### config.mk
export PLATFORM = sky130hd
export DESIGN_NAME = cache2w
export DESIGN_NICKNAME = d
export VERILOG_FILES = /design/src/rtl/cache2w_pkg.sv /design/src/rtl/cache2w_way.sv /design/src/rtl/cache2w_match.sv /design/src/rtl/cache2w_lru.sv /design/src/rtl/cache2w.sv
export SDC_FILE = /design/constraint.sdc
export NUM_CORES = 2
export LEC_CHECK = 0
export ABC_CLOCK_PERIOD_IN_PS = 10300
export BUFFER_PORTS_ARGS = -buffer_cell sky130_fd_sc_hd__buf_2
export CAP_MARGIN = 25
export CORE_AREA = 2 2 394 435
export CTS_CLUSTER_SIZE = 24
export DETAILED_ROUTE_END_ITERATION = 8
export DIE_AREA = 0 0 396 437
export GPL_TIMING_DRIVEN = 0
export MAX_ROUTING_LAYER = met4
export PLACE_DENSITY = 0.78
export SLEW_MARGIN = 40
export SYNTH_ARGS = -nofsm -noshare
export SYNTH_HDL_FRONTEND = slang
export SYNTH_HIERARCHICAL = 1
export SYNTH_SLANG_ARGS = --single-unit
### constraint.sdc
create_clock -name clk -period 10.3 [get_ports clk]
set_clock_uncertainty 0.05 [all_clocks]
set_input_delay 1.03 -clock clk [delete_from_list [all_inputs] [get_ports clk]]
set_output_delay 1.03 -clock clk [all_outputs]
set_load 0.01 [all_outputs]
### src/rtl/cache2w_pkg.sv
package cache2w_pkg;

    // Control states of the cache sequencer
    typedef enum logic [2:0] {
        ST_IDLE  = 3'd0,
        ST_TAG   = 3'd1,
        ST_FILL  = 3'd2,
        ST_STORE = 3'd3,
        ST_DONE  = 3'd4
    } state_t;

endpackage

### src/rtl/cache2w_way.sv
// One way of the cache: valid flags, tags and line words for every set.
module cache2w_way #(
    parameter int SETS   = 8,
    parameter int WORDS  = 4,
    parameter int TAG_W  = 25,
    parameter int DATA_W = 32,
    localparam int IDX_W  = $clog2(SETS),
    localparam int WORD_W = $clog2(WORDS)
) (
    input  logic              clk,
    input  logic              rst_n,
    // lookup
    input  logic [IDX_W-1:0]  rd_idx,
    input  logic [WORD_W-1:0] rd_word,
    output logic              rd_valid,
    output logic [TAG_W-1:0]  rd_tag,
    output logic [DATA_W-1:0] rd_data,
    // word update
    input  logic              wr_en,
    input  logic [WORD_W-1:0] wr_word,
    input  logic [DATA_W-1:0] wr_data,
    // line state update (tag and valid)
    input  logic              set_en,
    input  logic              set_valid,
    input  logic [TAG_W-1:0]  set_tag
);

    localparam int ENTRIES = SETS * WORDS;

    logic [SETS-1:0]   valid_q;
    logic [TAG_W-1:0]  tag_q  [SETS];
    logic [DATA_W-1:0] word_q [ENTRIES];

    always_ff @(posedge clk) begin
        if (!rst_n) begin
            valid_q <= '0;
        end else if (set_en) begin
            valid_q[rd_idx] <= set_valid;
        end
    end

    always_ff @(posedge clk) begin
        if (set_en) begin
            tag_q[rd_idx] <= set_tag;
        end
    end

    always_ff @(posedge clk) begin
        if (wr_en) begin
            word_q[{rd_idx, wr_word}] <= wr_data;
        end
    end

    assign rd_valid = valid_q[rd_idx];
    assign rd_tag   = tag_q[rd_idx];
    assign rd_data  = word_q[{rd_idx, rd_word}];

endmodule

### src/rtl/cache2w_match.sv
// Parallel tag comparison over all ways of the indexed set.
module cache2w_match #(
    parameter int WAYS  = 2,
    parameter int TAG_W = 25,
    localparam int WAY_W = (WAYS > 1) ? $clog2(WAYS) : 1
) (
    input  logic [WAYS-1:0]             way_valid,
    input  logic [WAYS-1:0][TAG_W-1:0]  way_tag,
    input  logic [TAG_W-1:0]            look_tag,
    output logic                        hit,
    output logic [WAY_W-1:0]            hit_way
);

    logic [WAYS-1:0] hit_vec;

    for (genvar g = 0; g < WAYS; g++) begin : g_cmp
        assign hit_vec[g] = way_valid[g] && (way_tag[g] == look_tag);
    end

    assign hit = |hit_vec;

    always_comb begin
        hit_way = '0;
        for (int w = 0; w < WAYS; w++) begin
            if (hit_vec[w]) begin
                hit_way = WAY_W'(w);
            end
        end
    end

endmodule

### src/rtl/cache2w_lru.sv
// Per-set recency bit and victim choice for a two-way cache.
module cache2w_lru #(
    parameter int SETS = 8,
    localparam int IDX_W = $clog2(SETS)
) (
    input  logic             clk,
    input  logic             rst_n,
    input  logic [IDX_W-1:0] idx,
    input  logic [1:0]       way_valid,
    input  logic             touch_en,
    input  logic             touch_way,
    output logic             victim
);

    // Each bit names the way to replace next in its set.
    logic [SETS-1:0] older_q;

    always_ff @(posedge clk) begin
        if (!rst_n) begin
            older_q <= '0;
        end else if (touch_en) begin
            older_q[idx] <= ~touch_way;
        end
    end

    always_comb begin
        if (!way_valid[0]) begin
            victim = 1'b0;
        end else if (!way_valid[1]) begin
            victim = 1'b1;
        end else begin
            victim = older_q[idx];
        end
    end

endmodule

### src/rtl/cache2w.sv
module cache2w
    import cache2w_pkg::*;
#(
    parameter int ADDR_W = 32,
    parameter int DATA_W = 32,
    parameter int SETS   = 8,
    parameter int WORDS  = 4
) (
    input  logic              clk,
    input  logic              rst_n,
    input  logic              req_valid,
    input  logic              req_write,
    input  logic [ADDR_W-1:0] req_addr,
    input  logic [DATA_W-1:0] req_wdata,
    output logic              req_ready,
    output logic              resp_valid,
    output logic [DATA_W-1:0] resp_rdata,
    output logic              mem_rd_req,
    output logic [ADDR_W-1:0] mem_rd_addr,
    input  logic              mem_rd_valid,
    input  logic [DATA_W-1:0] mem_rd_data,
    output logic              mem_wr_req,
    output logic [ADDR_W-1:0] mem_wr_addr,
    output logic [DATA_W-1:0] mem_wr_data,
    input  logic              mem_wr_ack
);

    localparam int WAYS      = 2;
    localparam int OFF_W     = $clog2(DATA_W / 8);
    localparam int WORD_W    = $clog2(WORDS);
    localparam int IDX_W     = $clog2(SETS);
    localparam int TAG_W     = ADDR_W - IDX_W - WORD_W - OFF_W;
    localparam logic [WORD_W-1:0] LAST_BEAT = WORD_W'(WORDS - 1);

    state_t state_q, state_d;

    // latched request
    logic [ADDR_W-1:0] q_addr;
    logic              q_write;
    logic [DATA_W-1:0] q_wdata;
    logic [TAG_W-1:0]  q_tag;
    logic [IDX_W-1:0]  q_idx;
    logic [WORD_W-1:0] q_word;

    logic [WORD_W-1:0] beat_q;
    logic              victim_q;
    logic [DATA_W-1:0] rdata_q;

    // way read-out
    logic [WAYS-1:0]              way_valid;
    logic [WAYS-1:0][TAG_W-1:0]   way_tag;
    logic [WAYS-1:0][DATA_W-1:0]  way_data;

    logic              hit;
    logic              hit_way;
    logic              victim;
    logic [DATA_W-1:0] hit_data;

    logic              fill_beat;
    logic              fill_last;
    logic              miss_start;
    logic              store_hit;

    assign q_tag  = q_addr[ADDR_W-1 -: TAG_W];
    assign q_idx  = q_addr[OFF_W + WORD_W +: IDX_W];
    assign q_word = q_addr[OFF_W +: WORD_W];

    assign fill_beat  = (state_q == ST_FILL) && mem_rd_valid;
    assign fill_last  = fill_beat && (beat_q == LAST_BEAT);
    assign miss_start = (state_q == ST_TAG) && !q_write && !hit;
    assign store_hit  = (state_q == ST_TAG) && q_write && hit;

    // ways, one instance each
    for (genvar g = 0; g < WAYS; g++) begin : g_way
        logic sel_fill;
        logic sel_store;
        assign sel_fill  = (victim_q == g[0]);
        assign sel_store = (hit_way == g[0]);

        cache2w_way #(
            .SETS   (SETS),
            .WORDS  (WORDS),
            .TAG_W  (TAG_W),
            .DATA_W (DATA_W)
        ) u_way (
            .clk       (clk),
            .rst_n     (rst_n),
            .rd_idx    (q_idx),
            .rd_word   (q_word),
            .rd_valid  (way_valid[g]),
            .rd_tag    (way_tag[g]),
            .rd_data   (way_data[g]),
            .wr_en     ((fill_beat && sel_fill) || (store_hit && sel_store)),
            .wr_word   (fill_beat ? beat_q : q_word),
            .wr_data   (fill_beat ? mem_rd_data : q_wdata),
            .set_en    ((miss_start && (victim == g[0])) || (fill_last && sel_fill)),
            .set_valid (fill_last),
            .set_tag   (q_tag)
        );
    end

    cache2w_match #(
        .WAYS  (WAYS),
        .TAG_W (TAG_W)
    ) u_match (
        .way_valid (way_valid),
        .way_tag   (way_tag),
        .look_tag  (q_tag),
        .hit       (hit),
        .hit_way   (hit_way)
    );

    assign hit_data = way_data[hit_way];

    cache2w_lru #(
        .SETS (SETS)
    ) u_lru (
        .clk       (clk),
        .rst_n     (rst_n),
        .idx       (q_idx),
        .way_valid (way_valid),
        .touch_en  (((state_q == ST_TAG) && hit) || fill_last),
        .touch_way (fill_last ? victim_q : hit_way),
        .victim    (victim)
    );

    // state register
    always_ff @(posedge clk) begin
        if (!rst_n) begin
            state_q <= ST_IDLE;
        end else begin
            state_q <= state_d;
        end
    end

    // next-state logic
    always_comb begin
        state_d = state_q;
        unique case (state_q)
            ST_IDLE:  if (req_valid) state_d = ST_TAG;
            ST_TAG: begin
                if (q_write)  state_d = ST_STORE;
                else if (hit) state_d = ST_DONE;
                else          state_d = ST_FILL;
            end
            ST_FILL:  if (fill_last) state_d = ST_TAG;
            ST_STORE: if (mem_wr_ack) state_d = ST_DONE;
            ST_DONE:  state_d = ST_IDLE;
            default:  state_d = ST_IDLE;
        endcase
    end

    // request, beat and response data registers
    always_ff @(posedge clk) begin
        if (!rst_n) begin
            q_addr   <= '0;
            q_write  <= 1'b0;
            q_wdata  <= '0;
            beat_q   <= '0;
            victim_q <= 1'b0;
            rdata_q  <= '0;
        end else begin
            if ((state_q == ST_IDLE) && req_valid) begin
                q_addr  <= req_addr;
                q_write <= req_write;
                q_wdata <= req_wdata;
            end
            if (miss_start) begin
                victim_q <= victim;
                beat_q   <= '0;
            end else if (fill_beat) begin
                beat_q <= beat_q + WORD_W'(1);
            end
            if ((state_q == ST_TAG) && !q_write && hit) begin
                rdata_q <= hit_data;
            end
        end
    end

    // outputs
    always_comb begin
        req_ready   = (state_q == ST_IDLE);
        resp_valid  = (state_q == ST_DONE);
        resp_rdata  = rdata_q;
        mem_rd_req  = (state_q == ST_FILL);
        mem_rd_addr = {q_tag, q_idx, beat_q, {OFF_W{1'b0}}};
        mem_wr_req  = (state_q == ST_STORE);
        mem_wr_addr = {q_addr[ADDR_W-1:OFF_W], {OFF_W{1'b0}}};
        mem_wr_data = q_wdata;
    end

endmodule


==> After elaboration in Yosys (flattened, before gate mapping) <==
Memory sizes are Yosys's and may differ from the RTL's. A register that Yosys moved wholly into a read port is not among the register bits.
Cells that the tools add are included.
{ "classes": {"n_addsub": 1, "order_cmp": 3, "n_eq_ne": 10, "mux": 41, "bitwise": 5, "n_reduce_logical": 31} }
{ "ops": {"columns": ["op", "count"], "rows": [
  ["$mux W32", 3],
  ["$eq A25 B25 Y1", 2],
  ["$mux W3", 9],
  ["$bwmux W8", 3],
  ["$logic_and A1 B1 Y1", 20],
  ["$mux W5", 4],
  ["$mux W1", 16],
  ["$pmux W3 S4", 1],
  ["$bmux W1 S3", 3],
  ["$eq A3 B2 Y1 const B", 2],
  ["$logic_or A1 B1 Y1", 5],
  ["$not A1 Y1", 5],
  ["$lt A3 B4 Y1 const B", 1],
  ["$ne A2 B1 Y1 const B", 2],
  ["$reduce_or A2 Y1", 2],
  ["$demux W1 S3", 1],
  ["$eq A3 B1 Y1 const B", 1],
  ["$eq A3 B3 Y1 const B", 1],
  ["$ge A3 B1 Y1 const B", 1],
  ["$logic_not A3 Y1", 1],
  ["$reduce_and A3 Y1", 1],
  ["$add A2 B1 Y2 const B", 1],
  ["$eq A2 B2 Y1 const B", 1],
  ["$logic_not A1 Y1", 2],
  ["other kinds (3)", 3]
]} }
{ "totals": {"regBits": 127, "ram_bits": 2448, "input_bits": 102, "word_cells": 105, "mem_count": 4} }
{ "memory_table": {"columns": ["memory", "words", "word_bits", "rd", "rd_clocked_by_memory_dff", "wr", "line_no", "text"], "rows": [
  ["g_way[0].u_way.word_q", 32, 32, 1, 1, 1, "cache2w_way.sv:32", "logic [DATA_W-1:0] word_q [ENTRIES];"],
  ["g_way[1].u_way.word_q", 32, 32, 1, 1, 1, "cache2w_way.sv:32", null],
  ["g_way[0].u_way.tag_q", 8, 25, 1, 1, 1, "cache2w_way.sv:31", "logic [TAG_W-1:0] tag_q [SETS];"],
  ["g_way[1].u_way.tag_q", 8, 25, 1, 1, 1, "cache2w_way.sv:31", null]
]} }

==> Depth between registers and ports, before layout <==
{ "depth": {"word_depth": 10, "ltp_mapped": 19} }

==> By module <==
Netlist, hierarchy kept.
{ "modules_own_cells": {"columns": ["module", "n_inst", "cells_each", "area_each_um2"], "rows": [
  ["cache2w_way (g_way[0].u_way)", 1, 2482, 47230.3],
  ["cache2w_way (g_way[1].u_way)", 1, 2501, 46908.7],
  ["cache2w", 1, 551, 5432.7],
  ["cache2w_match", 1, 70, 565.5],
  ["cache2w_lru", 1, 47, 434.2]
]} }

==> Least setup slack after synthesis <==
Ideal clock, no wire load.
{ "synth_timing": {"path_type": "reg-to-reg", "startpoint": "register q_addr[5]", "endpoint": "memory g_way[1].u_way.word_q[0][0], enable pin", "setup_ns": 0.421, "t_arrival_ns": 5.538, "required_ns": 9.829, "slack_ns": 4.291, "stages_incl_launch_ff": 18, "n_path_buf": 6, "synth_period_minus_slack_ns": 6.009, "cell_sequence": "dfxtp_1 > buf_6 > buf_6 > buf_4 > mux4_2 > nand2_1 > nand3_1 > xnor2_1 > nand4_1 > or4_4 > nor2_1 > buf_2 > buf_2 > inv_1 > o21ai_0 > or3b_2 > buf_1 > nor2_1"} }
{ "synth_lines": {"columns": ["element", "line_no", "text"], "rows": [
  ["from (decl)", "cache2w.sv:38", "logic [ADDR_W-1:0] q_addr;"],
  ["from (signal assigned)", "cache2w.sv:164", "q_addr <= req_addr;"],
  ["$bmux W1 S3", "cache2w_way.sv:54", "assign rd_valid = valid_q[rd_idx];"],
  ["$mux W1 (not written as such)", "cache2w_way.sv:54", null],
  ["$logic_and A1 B1 Y1", "cache2w_match.sv:17", "assign hit_vec[g] = way_valid[g] && (way_tag[g] == look_tag);"],
  ["$mux W1", "cache2w_match.sv:25", "if (hit_vec[w]) begin"],
  ["net g_way[1].sel_store", "cache2w.sv:76", "logic sel_store;"],
  ["$logic_and A1 B1 Y1", "cache2w.sv:93", ".wr_en ((fill_beat && sel_fill) || (store_hit && sel_store)),"],
  ["$logic_or A1 B1 Y1", "cache2w.sv:93", null],
  ["$mux W1", "cache2w_way.sv:49", "if (wr_en) begin"],
  ["$mux W1 (not written as such)", "cache2w_way.sv:50", "word_q[{rd_idx, wr_word}] <= wr_data;"],
  ["to (decl)", "cache2w_way.sv:32", null]
]} }
The timed path passes the listed nets, and every way through them passes these cells. The select of a mux whose other input is x is not followed.

==> Final worst setup path <==
{ "layout_timing": {"startpoint": "register q_addr[6]", "endpoint": "memory g_way[1].u_way.word_q[24][11], enable pin"} }
The elaborated chain is that of the path after synthesis.

==> out/qor.csv <==
stage;metric;value;unit
outcome;outcome;complete, no violations;
synth;synth-adder-area-share;0.000124;
critical_path;crit_arrival;7.93;ns
synth;ys_ff_latch;2573;
cts;cts_resized;0;
sta;slew-limit-headroom;0.296;
power_and_ir_drop;swShare;0.234;
cts;cts_tree;done;
place;dp_cells;8289;
sta;hold_viol_final;0;
place;place_hpwl;187000;µm
cts;clock-sinks;2573;
power_and_ir_drop;vdd_drop_max;0.142;mV
place;place_congestion;0.946;
drt;wl_per_cell;32.2;µm
sta;holdWs;0.323;ns
drt;vias_per_cell;6.68;
cts;clock_path_buffers;3;
floorplan;die-area;0.173;mm²
critical_path;cp_top_family;simple AND/OR/NAND/NOR gates;
critical_path;crit_path_end_kind;flop;
floorplan;initial_core_util;0.598;
critical_path;critical_path_buf_inv_count;9;
critical_path;worstSetupPathType;flop to flop;
cts;cts_buffers;228;
place;port_buffers;227;
sta;post-route-period-util;0.718;
power_and_ir_drop;pwr-share-comb;0.087;
sta;slew_violations;0;
layout;layout-drive-gt1-share;0.223;
floorplan;top_level_ports;234;
global_routing;grt_pass1_vias;57400;
cts;clk_pin_slew;0.06;ns
floorplan;die_w;396;µm
synth;syn-cell-area;0.101;mm²
power_and_ir_drop;p_seq_frac;0.534;
sta;period_needed;7.39;ns
power_and_ir_drop;p_int;0.0169;W
cts;post-cts-setup-buffers;0;
floorplan;die_y;437;µm
global_routing;grt_start_max_net_pins;65;
global_routing;grt_first_pass_wirelength;396000;µm
sta;fmax;135;MHz
synth;synthDistinctLibCells;77;
synth;synth_mux_area_frac;0.125;
cts;clock-root-buffer;clkbuf_16;
sta;setup_viol;0;
layout;syn_to_final_growth;15.8;%
floorplan;core_area;0.168;mm²
synth;synth_top_family_by_area;multiplexers;
layout;layout_commonest_cell;edfxtp_1;
place;dpl-instance-area;0.109;mm²
sta;setup-tns-final;0;ns
cts;clock_latency;0.89;ns
drt;drt-total-wl;281000;µm
power_and_ir_drop;clkPwrFrac;0.379;
critical_path;cp_common_cell;buf_2;
drt;drt_iter0_drc;8158;
layout;final_cell_mix;edfxtp_1 (2448), mux2i_1 (1088), o22ai_1 (484);
synth;synth-xor-area-share;0.00444;
critical_path;critical_path.max_fanout;14;
cts;htree_levels;4;
run;cap_violations;0;
critical_path;cp.required;10.84;ns
cts;ctsHoldBuffers;0;
synth;yosys_warnings;6;
synth;syn_avg_cell_area;17.8;µm²
layout;stdcell_count;8729;
layout;fin_util;0.692;
power_and_ir_drop;leakage;38.0;nW
synth;async_flop_share;0;
critical_path;slowest_delay;0.71;ns
global_routing;gr-total-overflow;0;
drt;drc;0;
global_routing;grtUsageTotal;0.331;
layout;final_cell_area;0.116;mm²
floorplan;rows;158;
critical_path;crit_chain;buf_6 -> buf_6 -> nor3b_2 -> clkbuf_1 -> a22oi_1 -> nand3_1 -> xor2_1 -> nor4_1 -> nand3_1 -> nor2_1 -> buf_2 -> buf_2 -> inv_1 -> o21ai_1 -> or3b_2 -> buf_2 -> nor2_4 -> buf_16 -> buf_16;
global_routing;antenna_found_initial;17;
drt;first_pass_iters;8;
critical_path;crit_path_start_kind;flop;
synth;synth-edff-count;2448;
power_and_ir_drop;powerDensity;189;mW/mm²
synth;synth_compound_area_frac;0.0561;
critical_path;critPathSlowestCell;dfxtp_2;
synth;synth_cells;5651;
sta;worstMarginPinSlew;1.05;ns
layout;nets;6383;
synth;ys_seq_area_frac;0.756;
power_and_ir_drop;p_switching;0.00516;W
drt;ant_nets;0;
sta;rsz0062_at_grt;no;
hold_path;worstHoldPathType;input pin to flop;
synth;synthSimpleGateAreaFrac;0.0367;
synth;synth-main-ff-cell;edfxtp_1;
drt;vias;58300;
==> Yosys cell counts (all sizes together) (2+ instances only) <==
master	instances	share of area
nor2b	20	0.0012
a221o	8	0.00080
buf	291	0.019
or4	5	0.00045
edfxtp	2448	0.73
xnor2	27	0.0024
nand4	12	0.00075
nor4b	3	0.00041
inv	7	0.00026
mux2	66	0.0075
nand2b	6	0.00040
nor3	5	0.00030
and3b	6	0.00052
nand4b	9	0.00091
o21ai	19	0.00095
o2bb2ai	4	0.00035
a221oi	27	0.0024
a22o	2	0.00017
a222oi	3	0.00030
nand2	270	0.012
nor4	134	0.0083
dfxtp	125	0.025
a21boi	74	0.0078
a32oi	3	0.00026
and2	17	0.0011
clkbuf	85	0.0032
nand4bb	12	0.0013
o211a	33	0.0033
or3b	3	0.00026
o221ai	4	0.00035
o22ai	515	0.034
nand3	51	0.0025
a22oi	52	0.0039
nor3b	7	0.00083
or4b	9	0.00090
a21oi	18	0.00090
or3	9	0.00056
xor2	24	0.0021
o31ai	3	0.00022
and3	6	0.00037
mux4	39	0.0087
nor2	85	0.0032
mux2i	1088	0.11
nand3b	6	0.00045
==> worst min-delay path: stages <==
cell and delay [ns]:
buf_2 0.10, nand2_2 0.05, a21boi_2 0.04
==> per-stage QoR <==
| step | setup WS [ns] | power (W) |
|---|---|---|
| after global placement | 0.535 | 0.0137 |
| final | 2.91 | 0.0220 |
| after floorplan | 4.29 | 0.0130 |
| after global routing | 2.98 | 0.0225 |
| after detailed placement | 2.96 | 0.0138 |
| after CTS | 2.94 | 0.0220 |
==> final cells by class <==
cell class / instances / area (µm²)
Fill cell: 10000 / 51700
Multi-Input combinational cell: 2697 / 23300
Buffer: 376 / 2220
Clock inverter: 135 / 1200
Antenna cell: 16 / 40.0
Timing Repair Buffer: 396 / 4670
Inverter: 8 / 30.0
Sequential cell: 2573 / 76100
Clock buffer: 288 / 6110
Tap cell: 2240 / 2800
==> state kept, by name, summed over array words and instances, names as in the netlist <==
signal	cells
g_way.u_way/word_q	2048
g_way.u_way/tag_q	400
mem_wr_data	32
resp_rdata	32
q_addr	30
g_way.u_way/valid_q	16
u_lru/older_q	8
state_q	3
beat_q	2
g_way.sel_fill	1
q_write	1
==> power groups by stage <==
stage          Clock (W)  Combinational (W)  Sequential [W]
3_5_place_dp           0            0.00184          0.0120
2_1_floorplan          0            0.00102          0.0119
3_3_place_gp           0            0.00169          0.0120
6_report         0.00836            0.00191          0.0118
4_1_cts          0.00838            0.00186          0.0118
5_1_grt          0.00876            0.00196          0.0118
==> worst paths after layout <==
kind              slack, ns              from  cells past startpoint                            end
setup / recovery       2.91         q_addr[6]                     19  g_way[1].u_way/word_q[24][11]
hold / removal         0.32      req_addr[14]                      3                     q_addr[14]
setup reg to reg       2.91         q_addr[6]                     19  g_way[1].u_way/word_q[24][11]
hold reg to reg        0.43  u_lru/older_q[6]                      2               u_lru/older_q[6]
==> cells by family (layout without fill, tap and decap cells) <==
kind of cell	Yosys count	count (layout)
DFF	2573	2573
adders and majority gates	1	1
muxes	1193	1193
other	1	20
and+or+nand+nor	677	677
AOI/OAI and AO/OA	771	771
buffers and inverters	384	1203
xor gates and xnor gates	51	51
==> routing by layer <==
| layer | global-route usage | share of wire |
|---|---|---|
| met3 | 0.0763 | 0.12 |
| met5 | - | 0 |
| met2 | 0.506 | 0.47 |
| met1 | 0.415 | 0.35 |
| met4 | 0.173 | 0.057 |
(Power assumes the default switching activity.)
